==> config.mk <==
export PLATFORM = sky130hd
export DESIGN_NAME = serial_rx_unit
export DESIGN_NICKNAME = d
export VERILOG_FILES = /design/src/rtl/rxu_pkg.sv /design/src/rtl/rxu_sync.sv /design/src/rtl/rxu_deframer.sv /design/src/rtl/rxu_status.sv /design/src/rtl/serial_rx_unit.sv
export SDC_FILE = /design/constraint.sdc
export NUM_CORES = 1
export LEC_CHECK = 0
export CORE_ASPECT_RATIO = 0.5
export CORE_UTILIZATION = 60
export CTS_BUF_LIST = sky130_fd_sc_hd__clkbuf_4
export DETAILED_ROUTE_END_ITERATION = 16
export PLACE_DENSITY = 0.95
export SLEW_MARGIN = 5
export SYNTH_ARGS = -nofsm -noshare
export SYNTH_HDL_FRONTEND = slang
export SYNTH_SLANG_ARGS = --single-unit
==> constraint.sdc <==
create_clock -name clk -period 4.1 [get_ports clk]
set_clock_uncertainty 0.2 [all_clocks]
set_input_delay 0.615 -clock clk [delete_from_list [all_inputs] [get_ports clk]]
set_output_delay 0.615 -clock clk [all_outputs]
set_load 0.02 [all_outputs]
==> src/rtl/rxu_pkg.sv <==
package rxu_pkg;
  typedef enum logic [2:0] {
    ST_IDLE  = 3'd0,
    ST_START = 3'd1,
    ST_DATA  = 3'd2,
    ST_PAR   = 3'd3,
    ST_STOP  = 3'd4,
    ST_HOLD  = 3'd5
  } rx_state_t;

  localparam int FLAG_FULL = 0;
  localparam int FLAG_OVR  = 1;
  localparam int FLAG_PAR  = 2;
  localparam int FLAG_FRM  = 3;
  localparam int NUM_FLAGS = 4;
endpackage

==> src/rtl/rxu_sync.sv <==
module rxu_sync #(
  parameter int STAGES = 2
) (
  input  logic clk,
  input  logic rst_n,
  input  logic din,
  output logic dout
);
  logic [STAGES-1:0] q;
  logic [STAGES-1:0] q_d;

  always_comb begin
    q_d = {q[STAGES-2:0], din};
  end

  always_ff @(posedge clk or negedge rst_n) begin
    if (!rst_n) q <= '1;
    else        q <= q_d;
  end

  assign dout = q[STAGES-1];
endmodule

==> src/rtl/rxu_deframer.sv <==
module rxu_deframer
  import rxu_pkg::*;
#(
  parameter int DATA_W = 8,
  parameter int OVS    = 16
) (
  input  logic              clk,
  input  logic              rst_n,
  input  logic              tick,
  input  logic              rxd,
  input  logic              par_en,
  input  logic              par_odd,
  input  logic              msb_first,
  output logic              busy,
  output logic              done,
  output logic [DATA_W-1:0] frame_data,
  output logic              par_bad,
  output logic              stop_bad
);
  localparam int CW = $clog2(OVS);
  localparam int BW = $clog2(DATA_W);
  localparam logic [CW-1:0] HALF    = CW'(OVS/2 - 1);
  localparam logic [CW-1:0] LAST    = CW'(OVS - 1);
  localparam logic [BW-1:0] LASTBIT = BW'(DATA_W - 1);

  rx_state_t         state_q, state_d;
  logic [CW-1:0]     cnt_q, cnt_d;
  logic [BW-1:0]     bit_q, bit_d;
  logic [DATA_W-1:0] sh_q, sh_d;
  logic              acc_q, acc_d;
  logic              perr_q, perr_d;
  logic              cell_end;

  assign cell_end = tick && (cnt_q == LAST);

  always_comb begin
    state_d = state_q;
    cnt_d   = cnt_q;
    bit_d   = bit_q;
    sh_d    = sh_q;
    acc_d   = acc_q;
    perr_d  = perr_q;
    case (state_q)
      ST_IDLE: begin
        if (tick && !rxd) begin
          state_d = ST_START;
          cnt_d   = '0;
          bit_d   = '0;
          acc_d   = 1'b0;
          perr_d  = 1'b0;
        end
      end
      ST_START: begin
        if (tick) begin
          if (cnt_q == HALF) begin
            cnt_d   = '0;
            state_d = rxd ? ST_IDLE : ST_DATA;
          end else begin
            cnt_d = cnt_q + 1'b1;
          end
        end
      end
      ST_DATA: begin
        if (cell_end) begin
          cnt_d = '0;
          acc_d = acc_q ^ rxd;
          if (msb_first) sh_d = {sh_q[DATA_W-2:0], rxd};
          else           sh_d = {rxd, sh_q[DATA_W-1:1]};
          if (bit_q == LASTBIT) state_d = par_en ? ST_PAR : ST_STOP;
          else                  bit_d   = bit_q + 1'b1;
        end else if (tick) begin
          cnt_d = cnt_q + 1'b1;
        end
      end
      ST_PAR: begin
        if (cell_end) begin
          cnt_d   = '0;
          perr_d  = (acc_q ^ rxd) != par_odd;
          state_d = ST_STOP;
        end else if (tick) begin
          cnt_d = cnt_q + 1'b1;
        end
      end
      ST_STOP: begin
        if (cell_end) begin
          cnt_d   = '0;
          state_d = rxd ? ST_IDLE : ST_HOLD;
        end else if (tick) begin
          cnt_d = cnt_q + 1'b1;
        end
      end
      ST_HOLD: begin
        if (rxd) state_d = ST_IDLE;
      end
      default: state_d = ST_IDLE;
    endcase
  end

  always_ff @(posedge clk or negedge rst_n) begin
    if (!rst_n) begin
      state_q <= ST_IDLE;
      cnt_q   <= '0;
      bit_q   <= '0;
      sh_q    <= '0;
      acc_q   <= 1'b0;
      perr_q  <= 1'b0;
    end else begin
      state_q <= state_d;
      cnt_q   <= cnt_d;
      bit_q   <= bit_d;
      sh_q    <= sh_d;
      acc_q   <= acc_d;
      perr_q  <= perr_d;
    end
  end

  assign busy       = (state_q == ST_START) || (state_q == ST_DATA) ||
                      (state_q == ST_PAR)   || (state_q == ST_STOP);
  assign done       = (state_q == ST_STOP) && cell_end;
  assign frame_data = sh_q;
  assign par_bad    = perr_q;
  assign stop_bad   = !rxd;
endmodule

==> src/rtl/rxu_status.sv <==
module rxu_status
  import rxu_pkg::*;
#(
  parameter int DATA_W = 8
) (
  input  logic                 clk,
  input  logic                 rst_n,
  input  logic                 done,
  input  logic [DATA_W-1:0]    frame_data,
  input  logic                 par_bad,
  input  logic                 stop_bad,
  input  logic                 rd_strobe,
  input  logic [NUM_FLAGS-1:0] clr_w1c,
  output logic [DATA_W-1:0]    rd_data,
  output logic                 buf_full,
  output logic [NUM_FLAGS-1:0] flags
);
  logic [DATA_W-1:0]    data_q, data_d;
  logic                 full_q, full_d;
  logic [NUM_FLAGS-1:0] flag_q, flag_d;
  logic [NUM_FLAGS-1:0] flag_set;
  logic                 occupied;
  logic                 accept;

  assign occupied = full_q && !rd_strobe;
  assign accept   = done && !occupied;

  always_comb begin
    flag_set            = '0;
    flag_set[FLAG_FULL] = accept;
    flag_set[FLAG_OVR]  = done && occupied;
    flag_set[FLAG_PAR]  = done && par_bad;
    flag_set[FLAG_FRM]  = done && stop_bad;
  end

  always_comb begin
    data_d = accept ? frame_data : data_q;
    if (accept)         full_d = 1'b1;
    else if (rd_strobe) full_d = 1'b0;
    else                full_d = full_q;
  end

  for (genvar i = 0; i < NUM_FLAGS; i++) begin : g_flag
    assign flag_d[i] = flag_set[i] | (flag_q[i] & ~clr_w1c[i]);
  end

  always_ff @(posedge clk or negedge rst_n) begin
    if (!rst_n) begin
      data_q <= '0;
      full_q <= 1'b0;
      flag_q <= '0;
    end else begin
      data_q <= data_d;
      full_q <= full_d;
      flag_q <= flag_d;
    end
  end

  assign rd_data  = data_q;
  assign buf_full = full_q;
  assign flags    = flag_q;
endmodule

==> src/rtl/serial_rx_unit.sv <==
module serial_rx_unit
  import rxu_pkg::*;
#(
  parameter int DATA_W      = 8,
  parameter int OVS         = 16,
  parameter int SYNC_STAGES = 2
) (
  input  logic              clk,
  input  logic              rst_n,
  input  logic              samp_en,
  input  logic              rxd,
  input  logic              par_en,
  input  logic              par_odd,
  input  logic              msb_first,
  input  logic              rd_strobe,
  input  logic [3:0]        clr_w1c,
  output logic [DATA_W-1:0] rd_data,
  output logic              buf_full,
  output logic              busy,
  output logic              irq_full,
  output logic              irq_ovr,
  output logic              err_par,
  output logic              err_frm
);
  logic                 rxd_s;
  logic                 done;
  logic [DATA_W-1:0]    frame_data;
  logic                 par_bad;
  logic                 stop_bad;
  logic [NUM_FLAGS-1:0] flags;

  rxu_sync #(.STAGES(SYNC_STAGES)) u_sync (
    .clk  (clk),
    .rst_n(rst_n),
    .din  (rxd),
    .dout (rxd_s)
  );

  rxu_deframer #(.DATA_W(DATA_W), .OVS(OVS)) u_defr (
    .clk       (clk),
    .rst_n     (rst_n),
    .tick      (samp_en),
    .rxd       (rxd_s),
    .par_en    (par_en),
    .par_odd   (par_odd),
    .msb_first (msb_first),
    .busy      (busy),
    .done      (done),
    .frame_data(frame_data),
    .par_bad   (par_bad),
    .stop_bad  (stop_bad)
  );

  rxu_status #(.DATA_W(DATA_W)) u_stat (
    .clk       (clk),
    .rst_n     (rst_n),
    .done      (done),
    .frame_data(frame_data),
    .par_bad   (par_bad),
    .stop_bad  (stop_bad),
    .rd_strobe (rd_strobe),
    .clr_w1c   (clr_w1c),
    .rd_data   (rd_data),
    .buf_full  (buf_full),
    .flags     (flags)
  );

  assign irq_full = flags[FLAG_FULL];
  assign irq_ovr  = flags[FLAG_OVR];
  assign err_par  = flags[FLAG_PAR];
  assign err_frm  = flags[FLAG_FRM];
endmodule

# Word-level counts from Yosys, hierarchy flattened
# Cells that the tools add are included.
# op_classes
n_addsub,2
eq_ne,19
mux,30
bitwise_logic,13
reduce_logical,26
# ops
cell,n
2-to-1 mux 3 bit,13
2-to-1 mux 4 bit,5
one-hot mux 3 bit (6 select lines),1
"inequality test 2 x 1 -> 1 bit, second input constant",6
one-hot mux 4 bit (3 select lines),1
"== test 3 bit, second input constant",3
logical AND 1 bit,8
2-to-1 mux 8 bit,1
AND reduction 4 bit,2
AND reduction 8 bit,1
"== test 3 x 2 -> 1 bit, second input constant",2
"inequality test 2 bit, second input constant",3
one-hot mux 3 bit (2 select lines),1
AND reduction 3 bit,2
nonzero test 2 bit,3
2-to-1 mux 1 bit,5
"adder 4 x 1 -> 4 bit, second input constant",1
AND 1 bit,4
"== test 4 x 3 -> 1 bit, second input constant",1
"== test 4 bit, second input constant",1
inverter 1 bit,4
bitwise OR 1 bit,4
one-hot mux 1 bit (2 select lines),2
"adder 3 x 1 -> 3 bit, second input constant",1
other kinds (11),15
# totals
regBits,35
inputBits,12
wordCells,100

# Longest topological paths before layout
# Gate-level depths: netlist of the first run.
# logic_depth
word_depth,5
ltp_mapped,7
depth_no_buf,5

# Hierarchy
# From an unflattened synthesis of the first run, not the netlist that was laid out.
# unflattened
hier_cells,165
area_unflattened_um2,1741.7
# modules_own_cells
module,n_inst,cells_each,area_per_inst_um2,seq_area_each_um2
rxu_deframer,1,128,1197.4,500.5
rxu_status,1,35,491.7,325.3
rxu_sync,1,2,52.6,52.6

# Worst setup path after synthesis of the first run
# No wires, ideal clock.
# synth_path
kind,register to output
from,register u_defr.state_q[1]
to,output port busy
arrival_time_ns,1.131
path_slack_ns,2.154
path_stages_with_launch,4
n_path_buf,1
path_cell_list,dfrtp_1 > buf_4 > nor2_1 > xnor2_1
# synth_via
elab_chain_cells,4
elab_cells_between_ends,7
# synth_rtl
element,line,source
"start, declared",rxu_deframer.sv:26,"rx_state_t state_q, state_d;"
"start signal, assigned",rxu_deframer.sv:108,state_q <= state_d;
== test 3 x 1 -> 1 bit or == test 3 x 2 -> 1 bit (tied branches),rxu_deframer.sv:117,assign busy = (state_q == ST_START) || (state_q == ST_DATA) ||
logical OR 1 bit (2 in a row),rxu_deframer.sv:117,
logical OR 1 bit *,rxu_deframer.sv:118,(state_q == ST_PAR) || (state_q == ST_STOP);
"end, declared",serial_rx_unit.sv:19,"output logic busy,"
# Every way passes the cells marked *; elsewhere a longest branch is shown, timed or not.

# Worst setup path after layout of the first run
# layout_path
from,register u_defr.state_q[0]
to,output port busy
# The elaborated chain is that of the path after synthesis.

==> impl_metrics.ini, run 1 <==
[run_status]
status = completed

[worst_setup_path]
r2r_slack_ps = 2130
critPathRequiredTime_ps = 3280
critPathKind = reg2out
crit_family = buffers and inverters
critPathMaxFanout = 15
critPathSlowestCell = clkdlybuf4s50_1
slowest_delay_ps = 670
startpoint_type = flip-flop
critPathBufInv = 1
cp_cell_sequence = nor2_1, xnor2_1, clkdlybuf4s50_1
crit_path_end_kind = output port
crit_arrival_ps = 2110

[synthesis]
ys_warn_count = 0
ys_seq_elements = 35
seq_area_frac_synth = 0.509
avgSynthCellArea_sq_um = 10.8
synthFlopType = dfrtp_1
ys_types = 39
synthCells = 160
synth.cell_area_sq_um = 1730
syn_nets = 175
synthArstFlopShare = 1.00
synth-edff-count = 0

[routing]
drtAntennaViolNets = 0
drc = 0
drtPass1Iterations = 4
num_vias = 1302
avgViaCountPerCell = 5.81
wire_per_inst_um = 14.6
dr.first_iter.drc_count = 70
wl_um = 3260

[timing]
period_needed_ps = 2930
rsz0062_at_grt = no
final.period_utilization = 0.715
hold_violations = 0
slew_viol_final = 0
setup_tns_ps = 0
setup_slack_ps = 1170
max_freq_mhz = 341
setup_violations = 0
max-slew-margin-rel = 0.651
worst_pin_slew_ps = 524

[grt]
grt_max_degree = 36
antenna_found_initial = 0
grt_overflow_total = 0
grt_use_total = 0.223
grt_first_pass_wirelength_um = 5020
grt_pass1_vias = 1115

[cts]
cts_resized = 0
clkLatencyLatePin_ps = 330
post_cts_buffers = 0
cts_tree = done
cts-root-buf = clkbuf_4
cts_sinks = 35
cts_buffer_depth = 2
holdBufCountCts = 0
htreeDepth = 2
cts_buffers = 5
clk_pin_slew_ps = 110

[floorplanning]
initial_core_util = 0.647
dieHeight_um = 39.9
die_area_sq_um = 3110
die-width_um = 77.9
core_sq_um = 2670
ios = 26
row_count = 13

[cells_and_area]
synthToLayoutAreaGrowth_pct = 18.3
drive_gt1_frac = 0.160
layout_commonest_cell = dfrtp_1
layout_common_cells = dfrtp_1 (33), clkdlybuf4s50_1 (25), o21ai_0 (18), nand2_1 (15)
finalNetCount = 201
insertedDiodeCount = 0

[placed_design]
dp_slack_ps = 1540
place.gp.congestion = 0.888
place_hpwl_um = 2280
placement.io_buffers = 25

[job]
maxCapViolCount = 0

[power]
leakage_nw = 0.897
vdd_drop_max_mv = 0.258
finalPower_mw = 0.824
power_density_nw_per_um2 = 404

[min_path]
holdCritPathClass = reg2reg
## cell type report
type                            count  area, sq um
Clock buffer                        6         45.0
Clock inverter                      2         12.5
Fill cell                         182          626
Inverter                           10         37.5
Multi-Input combinational cell    108          764
Sequential cell                    35          878
Tap cell                           37         46.3
Timing Repair Buffer               26          258
## synth_stat cells, drive strengths merged (2+ instances only)
| library cell | instances | area [sq um] |
|---|---|---|
| a21oi | 7 | 35.0 |
| a22o | 2 | 20.0 |
| a31oi | 2 | 12.5 |
| buf | 5 | 28.8 |
| clkbuf | 2 | 17.5 |
| dfrtp | 33 | 826 |
| dfstp | 2 | 52.6 |
| ha | 3 | 37.5 |
| inv | 10 | 37.5 |
| mux2 | 10 | 113 |
| mux2i | 9 | 90.1 |
| nand2 | 15 | 56.3 |
| nand2b | 3 | 18.8 |
| nand3 | 6 | 35.0 |
| nand4 | 3 | 33.8 |
| nor2 | 5 | 18.8 |
| nor3b | 2 | 15.0 |
| nor4 | 2 | 27.5 |
| o21ai | 18 | 90.1 |
| o22ai | 5 | 31.3 |
| or2 | 2 | 12.5 |
| xnor2 | 3 | 26.3 |
## sequential cells by signal (all words and copies together) (netlist names)
register           cells
u_defr.cnt_q           4
u_defr.state_q         3
u_stat.buf_full        1
u_defr.bit_q           3
u_stat.rd_data         8
u_defr.acc_q           1
u_defr.par_bad         1
u_stat.flags           4
u_sync.q               2
u_defr.frame_data      8
## power breakdown
group | switching (mW) | internal, mW | leakage, nW
Clock | 0.122 | 0.0729 | 0.0317
Sequential | 0.0556 | 0.383 | 0.468
Combinational | 0.106 | 0.0845 | 0.398
Total | 0.284 | 0.541 | 0.897
## logic make-up after synthesis
family	count (synthesis)	share of synthesized area
AO/OA/AOI/OAI	39	0.134
adder cells (fa/ha/maj)	3	0.0217
XOR/XNOR	3	0.0152
flip-flops	35	0.509
AND/OR/NAND/NOR	44	0.154
multiplexers	19	0.117
buffers and inverters	17	0.0485
## metrics by stage
stage	area, sq um	hold WS, ps	cells	util
final	2040	165	224	0.765
after global routing	2040	167	224	0.765
after CTS	2040	164	224	0.765
after detailed placement	1980	148	216	0.744
after global placement	1980	146	216	0.744
after floorplan	1730	119	160	-
## per-layer routing
layer  track usage  vias to the layer above  wire length [um]
li1              -                      627                 -
met1         0.290                      638              1520
met2         0.378                       32              1570
met3        0.0545                        5               137
met4        0.0896                        0                34
met5             0                        -                 0
## worst paths after layout
check / to / startpoint / cells past startpoint
min reg2reg: u_sync.q[1] / u_sync.q[0] / 0
max in group asynchronous: u_sync.q[0] / rst_n / 2
max: busy / u_defr.state_q[0] / 3
max reg2reg: u_defr.bit_q[0] / u_defr.cnt_q[0] / 5
min in group asynchronous: u_defr.bit_q[2] / rst_n / 2
min: u_sync.q[1] / u_sync.q[0] / 0
Note: power is estimated with default switching activity, not from simulation.
==> run 2: changes to the inputs <==
CORE_UTILIZATION = 55   (was 60)
PLACE_DENSITY = 0.92   (was 0.95)
clock period = 2.91 ns   (was 4.1 ns; I/O delays follow)
==> impl_metrics.ini, run 2 (synthesized netlist as in run 1, its figures left out) <==
[floorplanning]
dieHeight_um = 41.6
core_sq_um = 2780
initial_core_util = 0.621
die-width_um = 81.2
row_count = 13
die_area_sq_um = 3380
ios = 26

[timing]
slew_viol_final = 0
max_freq_mhz = 358
setup_violations = 0
max-slew-margin-rel = 0.642
setup_tns_ps = 0
worst_pin_slew_ps = 536
rsz0062_at_grt = no
final.period_utilization = 0.960
hold_violations = 0
period_needed_ps = 2790

[cells_and_area]
drive_gt1_frac = 0.165
layout_commonest_cell = dfrtp_1
insertedDiodeCount = 0
synthToLayoutAreaGrowth_pct = 21.4
layout_common_cells = dfrtp_1 (33), clkdlybuf4s50_1 (25), o21ai_0 (18), nand2_1 (15)
finalNetCount = 202

[worst_setup_path]
crit_path_end_kind = output port
crit_arrival_ps = 2160
rr_worst_depth = 5
critPathMaxFanout = 15
critPathRequiredTime_ps = 2270
critPathKind = reg2out
startpoint_type = flip-flop

[cts]
clkLatencyLatePin_ps = 350
clk_pin_slew_ps = 100
cts_tree = done
cts_buffer_depth = 2
cts_buffers = 5
holdBufCountCts = 0
cts_sinks = 35
post_cts_buffers = 0
cts_resized = 0
cts-root-buf = clkbuf_4
htreeDepth = 2

[grt]
grt_use_total = 0.242
antenna_found_initial = 0
grt_pass1_vias = 1282
grt_overflow_total = 0
grt_max_degree = 36
grt_first_pass_wirelength_um = 5950

[run_status]
status = completed

[power]
finalPower_mw = 1.35
leakage_nw = 0.927
vdd_drop_max_mv = 0.445
power_density_nw_per_um2 = 643

[min_path]
holdPathStages = 0
holdCritPathClass = reg2reg

[routing]
avgViaCountPerCell = 5.91
drc = 0
num_vias = 1329
dr.first_iter.drc_count = 135
drtPass1Iterations = 4
drtAntennaViolNets = 0
wl_um = 3530
wire_per_inst_um = 15.7

[placed_design]
placement.io_buffers = 25
place_hpwl_um = 2340
place.gp.congestion = 0.885

[job]
maxCapViolCount = 0
run 2: critical path, cell delays in order, from the launching register on:
cell and delay [ps]:
dfrtp_1 550, nor2_1 370, xnor2_1 230, clkdlybuf4s50_1 660
run 2: routing by layer:
| metal | wire (um) | vias up | global-route usage | share of wire |
|---|---|---|---|---|
| met5 | 0 | - | 0 | 0 |
| met4 | 53 | 0 | 0.118 | 0.015 |
| met3 | 196 | 9 | 0.0703 | 0.056 |
| met2 | 1620 | 47 | 0.370 | 0.46 |
| met1 | 1650 | 648 | 0.317 | 0.47 |
| li1 | - | 625 | - | - |
run 2: per-stage QoR:
| stage | hold slack [ps] | instance area [sq um] | utilization | instances | setup WS [ps] |
|---|---|---|---|---|---|
| after global routing | 172 | 2100 | 0.754 | 225 | 18.2 |
| after detailed placement | 148 | 1990 | 0.716 | 217 | 521 |
| final | 161 | 2100 | 0.754 | 225 | 115 |
| after CTS | 163 | 2100 | 0.754 | 225 | 133 |
| after global placement | 146 | 1990 | 0.716 | 217 | 585 |
| after floorplan | -59.1 | 1730 | - | 160 | 1120 |
run 2: final cells by class:
cell class / count / area [sq um]
well taps: 37 / 46.3
repair buffers: 27 / 265
clock inverters: 2 / 60.1
flip-flops and latches: 35 / 878
multi-input cells: 108 / 764
inverters: 10 / 37.5
fillers: 178 / 684
clock buffers: 6 / 45.0
run 2: power breakdown:
part | internal, mW | switching (mW) | total [mW]
clock | 0.277 | 0.169 | 0.446
combinational | 0.121 | 0.156 | 0.277
sequential | 0.540 | 0.0842 | 0.624
run 2: final timing paths:
check,slack (ps),startpoint,end
worst max-delay path,120,u_defr.state_q[0],busy
worst min-delay path,160,u_sync.q[0],u_sync.q[1]
worst max register to register,880,u_defr.cnt_q[0],u_defr.bit_q[0]
worst min register to register,160,u_sync.q[0],u_sync.q[1]
max in group asynchronous,1870,rst_n,u_sync.q[1]
min in group asynchronous,290,rst_n,u_stat.flags[1]
==> run 3: changes to the inputs <==
CTS_CLUSTER_SIZE = 20   (was not set)
==> results of run 3 <==
The final DEF is identical to that of run 2; final timing and power are the same.
